## src/rtl/irq_gw_pkg.sv

```systemverilog
package irq_gw_pkg;
  localparam int unsigned MODE_W = 3;

  typedef enum logic [MODE_W-1:0] {
    SM_OFF    = 3'd0,
    SM_RISE   = 3'd4,
    SM_FALL   = 3'd5,
    SM_LVL_HI = 3'd6,
    SM_LVL_LO = 3'd7
  } src_mode_e;

  function automatic src_mode_e decode_mode(input logic [MODE_W-1:0] code);
    case (code)
      3'd4:    return SM_RISE;
      3'd5:    return SM_FALL;
      3'd6:    return SM_LVL_HI;
      3'd7:    return SM_LVL_LO;
      default: return SM_OFF;
    endcase
  endfunction
endpackage

```

## src/rtl/gw_src_cfg.sv

```systemverilog
module gw_src_cfg
  import irq_gw_pkg::*;
(
  input  logic              clk_i,
  input  logic              rst_ni,
  input  logic              cfg_we_i,
  input  logic [MODE_W-1:0] cfg_mode_i,
  input  logic              en_set_i,
  input  logic              en_clr_i,
  output src_mode_e         mode_o,
  output logic              en_o
);
  src_mode_e mode_q;
  logic      en_q;

  always_ff @(posedge clk_i or negedge rst_ni) begin
    if (!rst_ni) begin
      mode_q <= SM_OFF;
      en_q   <= 1'b0;
    end else begin
      if (cfg_we_i) mode_q <= decode_mode(cfg_mode_i);
      // clear wins over set
      if (en_clr_i)      en_q <= 1'b0;
      else if (en_set_i) en_q <= 1'b1;
    end
  end

  assign mode_o = mode_q;
  assign en_o   = en_q;
endmodule

```

## src/rtl/gw_rectify.sv

```systemverilog
module gw_rectify
  import irq_gw_pkg::*;
(
  input  logic      clk_i,
  input  logic      rst_ni,
  input  logic      raw_i,
  input  src_mode_e mode_i,
  output logic      rect_o
);
  logic raw_q;

  always_ff @(posedge clk_i or negedge rst_ni) begin
    if (!rst_ni) raw_q <= 1'b0;
    else         raw_q <= raw_i;
  end

  always_comb begin
    case (mode_i)
      SM_RISE:   rect_o = raw_i & ~raw_q;
      SM_FALL:   rect_o = ~raw_i & raw_q;
      SM_LVL_HI: rect_o = raw_i;
      SM_LVL_LO: rect_o = ~raw_i;
      default:   rect_o = 1'b0;
    endcase
  end
endmodule

```

## src/rtl/gw_pending_cell.sv

```systemverilog
module gw_pending_cell
  import irq_gw_pkg::*;
(
  input  logic      clk_i,
  input  logic      rst_ni,
  input  src_mode_e mode_i,
  input  logic      rect_i,
  input  logic      cfg_we_i,
  input  logic      claim_i,
  input  logic      sw_set_i,
  input  logic      sw_clr_i,
  output logic      pend_o,
  output logic      chg_o
);
  logic pend_q, pend_d;
  logic is_lvl, is_edge;

  assign is_lvl  = (mode_i == SM_LVL_HI) || (mode_i == SM_LVL_LO);
  assign is_edge = (mode_i == SM_RISE) || (mode_i == SM_FALL);

  always_comb begin
    pend_d = pend_q;
    if (cfg_we_i) begin
      pend_d = 1'b0;
    end else if (is_lvl) begin
      // mirrors rectified input; claim drops it for one cycle only
      pend_d = rect_i & ~claim_i;
    end else if (is_edge) begin
      if (rect_i || sw_set_i)       pend_d = 1'b1;
      else if (claim_i || sw_clr_i) pend_d = 1'b0;
    end else begin
      pend_d = 1'b0;
    end
  end

  always_ff @(posedge clk_i or negedge rst_ni) begin
    if (!rst_ni) pend_q <= 1'b0;
    else         pend_q <= pend_d;
  end

  assign pend_o = pend_q;
  assign chg_o  = pend_d ^ pend_q;


  level_follow_chk: assert property (@(posedge clk_i) disable iff (!rst_ni)
    (is_lvl && !cfg_we_i && !claim_i) |=> (pend_q == $past(rect_i)));


  off_zero_chk: assert property (@(posedge clk_i) disable iff (!rst_ni)
    (!is_lvl && !is_edge) |-> !pend_q);


  edge_hold_chk: assert property (@(posedge clk_i) disable iff (!rst_ni)
    (is_edge && !cfg_we_i && !rect_i && !sw_set_i && !claim_i && !sw_clr_i)
    |=> $stable(pend_q));


  claim_clear_chk: assert property (@(posedge clk_i) disable iff (!rst_ni)
    (claim_i && !(is_edge && (rect_i || sw_set_i))) |=> !pend_q);


  cfg_clear_chk: assert property (@(posedge clk_i) disable iff (!rst_ni)
    cfg_we_i |=> !pend_q);
endmodule

```

## src/rtl/irq_gateway.sv

```systemverilog
module irq_gateway
  import irq_gw_pkg::*;
#(
  parameter int unsigned N_SRC = 4
) (
  input  logic              clk_i,
  input  logic              rst_ni,
  input  logic [N_SRC-1:0]  src_i,
  input  logic [N_SRC-1:0]  cfg_we_i,
  input  logic [MODE_W-1:0] cfg_mode_i,
  input  logic [N_SRC-1:0]  en_set_i,
  input  logic [N_SRC-1:0]  en_clr_i,
  input  logic [N_SRC-1:0]  pend_set_i,
  input  logic [N_SRC-1:0]  pend_clr_i,
  input  logic [N_SRC-1:0]  claim_i,
  output logic [N_SRC-1:0]  pending_o,
  output logic [N_SRC-1:0]  upd_o,
  output logic [N_SRC-1:0]  irq_o
);
  logic [N_SRC-1:0] pend_vec, en_vec, chg_vec, rect_vec;
  logic [N_SRC-1:0] irq_q, upd_q;

  for (genvar i = 0; i < N_SRC; i++) begin : g_src
    src_mode_e mode;

    gw_src_cfg u_cfg (
      .clk_i      (clk_i),
      .rst_ni     (rst_ni),
      .cfg_we_i   (cfg_we_i[i]),
      .cfg_mode_i (cfg_mode_i),
      .en_set_i   (en_set_i[i]),
      .en_clr_i   (en_clr_i[i]),
      .mode_o     (mode),
      .en_o       (en_vec[i])
    );

    gw_rectify u_rect (
      .clk_i  (clk_i),
      .rst_ni (rst_ni),
      .raw_i  (src_i[i]),
      .mode_i (mode),
      .rect_o (rect_vec[i])
    );

    gw_pending_cell u_pend (
      .clk_i    (clk_i),
      .rst_ni   (rst_ni),
      .mode_i   (mode),
      .rect_i   (rect_vec[i]),
      .cfg_we_i (cfg_we_i[i]),
      .claim_i  (claim_i[i]),
      .sw_set_i (pend_set_i[i]),
      .sw_clr_i (pend_clr_i[i]),
      .pend_o   (pend_vec[i]),
      .chg_o    (chg_vec[i])
    );
  end

  always_ff @(posedge clk_i or negedge rst_ni) begin
    if (!rst_ni) begin
      irq_q <= '0;
      upd_q <= '0;
    end else begin
      irq_q <= pend_vec & en_vec;
      upd_q <= chg_vec;
    end
  end

  assign pending_o = pend_vec;
  assign irq_o     = irq_q;
  assign upd_o     = upd_q;


  irq_delay_chk: assert property (@(posedge clk_i) disable iff (!rst_ni)
    rst_ni |=> (irq_q == $past(pend_vec & en_vec)));


  upd_pulse_chk: assert property (@(posedge clk_i) disable iff (!rst_ni)
    rst_ni |=> (upd_q == (pend_vec ^ $past(pend_vec))));
endmodule

```

## config.mk

```make
export PLATFORM = sky130hd
export DESIGN_NAME = irq_gateway
export DESIGN_NICKNAME = d
export VERILOG_FILES = /design/src/rtl/irq_gw_pkg.sv /design/src/rtl/gw_src_cfg.sv /design/src/rtl/gw_rectify.sv /design/src/rtl/gw_pending_cell.sv /design/src/rtl/irq_gateway.sv
export SDC_FILE = /design/constraint.sdc
export NUM_CORES = 1
export LEC_CHECK = 0
export ABC_AREA = 1
export BUFFER_PORTS_ARGS = -buffer_cell sky130_fd_sc_hd__buf_2
export CORE_UTILIZATION = 54
export CTS_CLUSTER_DIAMETER = 150
export CTS_CLUSTER_SIZE = 20
export DETAILED_ROUTE_END_ITERATION = 7
export GPL_TIMING_DRIVEN = 1
export PLACE_DENSITY = 0.94
export SYNTH_ARGS = -nofsm -noshare
export SYNTH_HDL_FRONTEND = slang
export SYNTH_SLANG_ARGS = --single-unit
export TNS_END_PERCENT = 20
```

## constraint.sdc

```tcl
create_clock -name clk_i -period 3 [get_ports clk_i]
set_input_delay 0.6 -clock clk_i [delete_from_list [all_inputs] [get_ports clk_i]]
set_output_delay 0.6 -clock clk_i [all_outputs]
set_load 0.02 [all_outputs]
```

==> reports/qor.csv, run 1 <==
metric,value,unit
die_area,2930,um2
cts_tree,built,
drtPass1Iterations,4,
track_usage,0.203,
power.internal,0.688,mW
cts-resized-gates,0,
path_delay_family,flip-flops,
period_minus_slack,1540,ps
fin_setup_tns,0,ps
cts_setup_buffers,0,
clock_latency,330,ps
place_hpwl,1850,um
hold_viol,0,
crit_buf_inv,1,
grt_overflow,0,
layout-drive-gt1-share,0.278,
netlist_area,1470,um2
syn_to_final_growth,20.7,%
port_buffers,44,
drt_wl_total,2380,um
grt_setup_unrepaired,false,
cpMaxStageDelayCell,dfrtp_1,
synth_area_per_cell,8.19,um2
maxCapViolCount,0,
p_switching,0.238,mW
crit_path_end_kind,primary output,
crit_fanout,5,
ys_ff_latch,32,
diodes,0,
final_design_area_no_fill,1770,um2
grt_pass1_wl,4080,um
core_area,2520,um2
cts_hold_buf,0,
setup_viol,0,
min_path_type,in2async,
die_w,54.1,um
swShare,0.257,
power_frac_seq,0.518,
post_drt_wl_per_cell,9.25,um
cp_num_cells,1,
max_freq,650,MHz
cts-root-buf,clkbuf_4,
p_leak,1.04,nW
ioPinCount,45,
grt_max_degree,33,
via_per_inst,4.61,
drv_slew,0,
yosysSeqAreaShare,0.546,
crit_path_cell_trace,buf_2,
min_period_over_period,0.513,
fin_nets,259,
cp_data_arrival_time,940,ps
yosys_warnings,0,
fin_worst_skew,10.3,ps
cts.sinks,32,
p_comb_frac,0.145,
ff2ff_path_depth,8,
relSlewSlack,0.556,
crit_type,reg2out,
drc,0,
grt_pass1_vias,1058,
ant_nets,0,
status,finished clean,
crit_required,2400,ps
clockBufferDepth,2,
worst_hold_slack,293,ps
gp_routability_congestion,0.752,
vias,1185,
cts_made_buffers,5,
drt_iter0_markers,23,
antenna_found_initial,0,
h-tree-depth,2,
dpl_cell_area,1690,um2
power_density,523,nW/um2
cp_slowest_stage_delay,420,ps
post_synth_num_cell_types,12,
fp-row-count,18,
tightest_slew,667,ps
pwr-share-clk,0.337,
netlist_instances,179,
die_h,54.1,um
start_kind,register,
ir_worst_vdd,418,uV
syn_nets,212,
floorplan.initialDensity,0.581,
clkTransAtPathRegs,90,ps
-- metal layers --
layer / track usage / routed length (um) / vias to the layer above / part of all wire
met5: 0 / 0 / - / 0
met4: 0.0769 / 33 / 0 / 0.014
met3: 0.0989 / 178 / 4 / 0.075
met2: 0.329 / 1070 / 38 / 0.45
met1: 0.229 / 1100 / 509 / 0.46
li1: - / - / 634 / -
-- kinds of logic (layout without fill, tap and decap cells) --
group | count (synthesis) | after routing | share of synthesized area
AO/OA/AOI/OAI | 19 | 19 | 0.0751
buffers and inverters | 37 | 85 | 0.105
flip-flops | 32 | 32 | 0.546
AND/OR/NAND/NOR | 91 | 91 | 0.274
-- path summary, 6_finish.rpt --
path | start | slack [ps] | endpoint
worst min-delay path | rst_ni | 290 | irq_o[3]$_DFF_PN0_
max in group asynchronous | rst_ni | 2270 | g_src[1].u_pend.pend_o$_DFF_PN0_
min in group clk_i | src_i[1] | 400 | g_src[1].u_rect.raw_q$_DFF_PN0_
worst max register to register | g_src[2].u_cfg.mode_o[0]$_DFFE_PN0P_ | 1860 | upd_o[2]$_DFF_PN0_
worst min register to register | g_src[3].u_cfg.en_o$_DFFE_PN0P_ | 470 | irq_o[3]$_DFF_PN0_
worst max-delay path | g_src[3].u_pend.pend_o$_DFF_PN0_ | 1460 | pending_o[3]
-- state kept, by name, indices dropped and copies added, names as in the netlist --
register             flops
g_src.u_cfg.mode_o      12
g_src.u_pend.pend_o      4
g_src.u_rect.raw_q       4
irq_o                    4
g_src.u_cfg.en_o         4
upd_o                    4
-- Yosys cell counts --
cell type   n  area, um2
inv_1      33        124
nand2_1    55        206
a21oi_1     4       20.0
nand3b_1    4       30.0
nand3_1     8       40.0
o21ai_0    11       55.1
a21oi_2     4       35.0
nor2_2      4       25.0
buf_4       4       30.0
nor2_1     16       60.1
dfrtp_1    32        801
nand3_2     4       40.0
-- layout make-up --
cell class	count	area (um2)
repair buffers	44	220
well taps	30	37.5
fillers	228	752
clock buffers	6	41.3
inverters	33	124
flip-flops and latches	32	801
multi-input cells	110	512
clock inverters	2	35.0
-- stage by stage --
| step | total power, mW | setup slack [ps] | cells | utilization |
|---|---|---|---|---|
| after floorplan | 0.572 | 1760 | 179 | - |
| final | 0.926 | 1460 | 257 | 0.702 |
| after global routing | 0.988 | 1390 | 257 | 0.702 |
| after detailed placement | 0.625 | 1560 | 249 | 0.672 |
| after CTS | 0.937 | 1440 | 257 | 0.702 |
| after global placement | 0.620 | 1590 | 249 | 0.672 |
-- cells in the final DEF, fill, tap and decap left out, types with 5 or more instances in the layout --
cell type,n
o21ai_0,11
nand2_1,55
nor2_1,16
inv_1,33
dfrtp_1,32
buf_2,44
nand3_1,8
clkbuf_4,5
-- power by group through the flow --
stage / Combinational, mW / Clock, mW / Sequential [mW]
after floorplan: 0.0772 / 0 / 0.495
final: 0.134 / 0.311 / 0.480
after CTS: 0.137 / 0.320 / 0.480
after global routing: 0.156 / 0.346 / 0.485
after global placement: 0.132 / 0 / 0.488
after detailed placement: 0.136 / 0 / 0.488
Note: power is estimated with default switching activity, not from simulation.
==> inputs of run 2 (changes only) <==
--- a/config.mk
+++ b/config.mk
@@ -7,12 +7,12 @@
 export LEC_CHECK = 0
 export ABC_AREA = 1
 export BUFFER_PORTS_ARGS = -buffer_cell sky130_fd_sc_hd__buf_2
-export CORE_UTILIZATION = 54
+export CORE_UTILIZATION = 50
 export CTS_CLUSTER_DIAMETER = 150
 export CTS_CLUSTER_SIZE = 20
 export DETAILED_ROUTE_END_ITERATION = 7
 export GPL_TIMING_DRIVEN = 1
-export PLACE_DENSITY = 0.94
+export PLACE_DENSITY = 0.89
 export SYNTH_ARGS = -nofsm -noshare
 export SYNTH_HDL_FRONTEND = slang
 export SYNTH_SLANG_ARGS = --single-unit
==> constraint.sdc (replaced) <==
create_clock -name clk_i -period 1.6 [get_ports clk_i]
set_input_delay 0.32 -clock clk_i [delete_from_list [all_inputs] [get_ports clk_i]]
set_output_delay 0.32 -clock clk_i [all_outputs]
set_load 0.02 [all_outputs]
==> run 2 against run 1 <==
Net effect:
- utilization down 6.5 points
- sequential share of layout area is 0.35 points higher
- first-iteration DRC count fell by 17%
- wire length grew 7.0%
- flip-flop and latch count did not move
- critical path depth did not move
- critical endpoint is now pending_o[0]
- worst setup slack lost 1100 ps
- die area up 7.7%
- sequential power grew 87%
- non-clock buffer count unchanged
- cell count up 0.39%
- combinational power rose by 90%
==> reports/qor.csv, run 2 (synthesized netlist as in run 1, its figures left out) <==
metric,value,unit,change
cts_hold_buf,0,,unchanged
drc,0,,unchanged
clock_latency,330,ps,about the same
fin_setup_tns,0,ps,unchanged
worst_hold_slack,13.7,ps,-279 ps
cts_made_buffers,5,,unchanged
floorplan.initialDensity,0.532,,-0.0496
grt_pass1_wl,4380,um,+7.3%
largest_register_ffs,12,,unchanged
crit_required,1280,ps,-1120 ps
die_w,56.2,um,+3.8%
power.internal,1.17,mW,+70%
cts.sinks,32,,unchanged
p_leak,1.03,nW,-0.41%
fp-row-count,19,,+1
nFillCells,259,,+14%
layout_common_cells,"nand2_1 (55), buf_2 (44), inv_1 (33), dfrtp_1 (32), nor2_1 (16)",,
cp_slowest_stage_delay,430,ps,about the same
ant_nets,0,,unchanged
port_buffers,44,,unchanged
grt_pass1_vias,1128,,+6.6%
fin_worst_skew,3.65,ps,-6.70 ps
dp_cells,250,,+0.40%
tightest_slew,679,ps,+12.2 ps
relSlewSlack,0.547,,-0.00813
final_common_cell,nand2_1,,
gp_routability_congestion,0.786,,+4.5%
cp_data_arrival_time,940,ps,about the same
place_hpwl,1920,um,+3.9%
crit_buf_inv,1,,unchanged
cpMaxStageDelayCell,dfrtp_1,,
path_delay_family,flip-flops,,
crit_fanout,5,,unchanged
syn_to_final_growth,19.8,%,
maxCapViolCount,0,,unchanged
p_comb_frac,0.156,,+0.011
swShare,0.282,,+0.0248
core_area,2760,um2,+9.3%
grt_overflow,0,,unchanged
grt_max_degree,33,,unchanged
power_density,928,nW/um2,+78%
hold_viol,0,,unchanged
fin_nets,259,,unchanged
max_freq,792,MHz,
die_area,3150,um2,+7.7%
ioPinCount,45,,unchanged
clkTransAtPathRegs,100,ps,about the same
cts_setup_buffers,0,,unchanged
p_switching,0.459,mW,+93%
ff2ff_path_depth,8,,unchanged
drtPass1Iterations,4,,unchanged
grt_setup_unrepaired,false,,
dpl_cell_area,1700,um2,about the same
power_frac_seq,0.552,,+0.034
layout-drive-gt1-share,0.282,,+0.00441
final_design_area_no_fill,1760,um2,-0.78%
drt_iter0_markers,19,,-17%
antenna_found_initial,0,,unchanged
ir_worst_vdd,695,uV,+66%
drv_slew,0,,unchanged
crit_path_end_kind,primary output,,
cp_num_cells,1,,unchanged
stdcell_count,258,,+0.39%
clockBufferDepth,2,,unchanged
crit_path_cell_trace,buf_2,,
track_usage,0.182,,-0.0208
status,finished clean,,
start_kind,register,,
cts-root-buf,clkbuf_4,,
period_minus_slack,1260,ps,
drt_wl_total,2550,um,+7.0%
diodes,0,,unchanged
cts_tree,built,,
die_h,56.2,um,+3.8%
cts-resized-gates,0,,unchanged
crit_type,reg2out,,
via_per_inst,4.78,,+3.7%
post_drt_wl_per_cell,9.86,um,+6.6%
vias,1234,,+4.1%
min_path_type,in2async,,
pwr-share-clk,0.292,,-0.045
h-tree-depth,2,,unchanged
min_period_over_period,0.790,,
setup_viol,0,,unchanged
-- run 2: area by class of cell --
cell class / instances / area, um2 / area share
sequential: 32 / 801 / 0.456
multi-input combinational: 110 / 512 / 0.291
timing repair buffer: 44 / 220 / 0.125
inverter: 33 / 124 / 0.0705
clock buffer: 6 / 51.3 / 0.0292
tap: 31 / 38.8 / 0.0221
clock inverter: 2 / 10.0 / 0.00570
-- run 2: per-layer routing --
metal | track usage | wire length, um | vias up
li1 | - | - | 635
met1 | 0.204 | 1170 | 557
met2 | 0.310 | 1180 | 37
met3 | 0.0860 | 168 | 5
met4 | 0.0523 | 33 | 0
met5 | 0 | 0 | -
-- run 2: through the flow --
stage / utilization / setup WS, ps / power, mW
floorplan: - / 569 / 1.07
global placement: 0.615 / 472 / 1.16
detailed placement: 0.615 / 424 / 1.17
CTS: 0.637 / 324 / 1.65
global route: 0.637 / 266 / 1.73
finish: 0.637 / 337 / 1.63
-- run 2: worst paths after layout --
| kind | startpoint | slack [ps] | endpoint |
|---|---|---|---|
| hold / removal | rst_ni | 10 | irq_o[3]$_DFF_PN0_ |
| min in group clk_i | src_i[2] | 120 | g_src[2].u_rect.raw_q$_DFF_PN0_ |
| max in group asynchronous | rst_ni | 1140 | irq_o[1]$_DFF_PN0_ |
| setup reg to reg | g_src[3].u_cfg.mode_o[0]$_DFFE_PN0P_ | 460 | upd_o[3]$_DFF_PN0_ |
| setup / recovery | g_src[0].u_pend.pend_o$_DFF_PN0_ | 340 | pending_o[0] |
| hold reg to reg | g_src[0].u_cfg.en_o$_DFFE_PN0P_ | 470 | irq_o[0]$_DFF_PN0_ |
-- run 2: power by group through the flow --
stage	Sequential, mW	Clock (mW)	Combinational (mW)
after floorplan	0.928	0	0.145
after global placement	0.915	0	0.248
after detailed placement	0.916	0	0.257
after CTS	0.901	0.492	0.258
after global routing	0.908	0.533	0.291
final	0.900	0.476	0.254
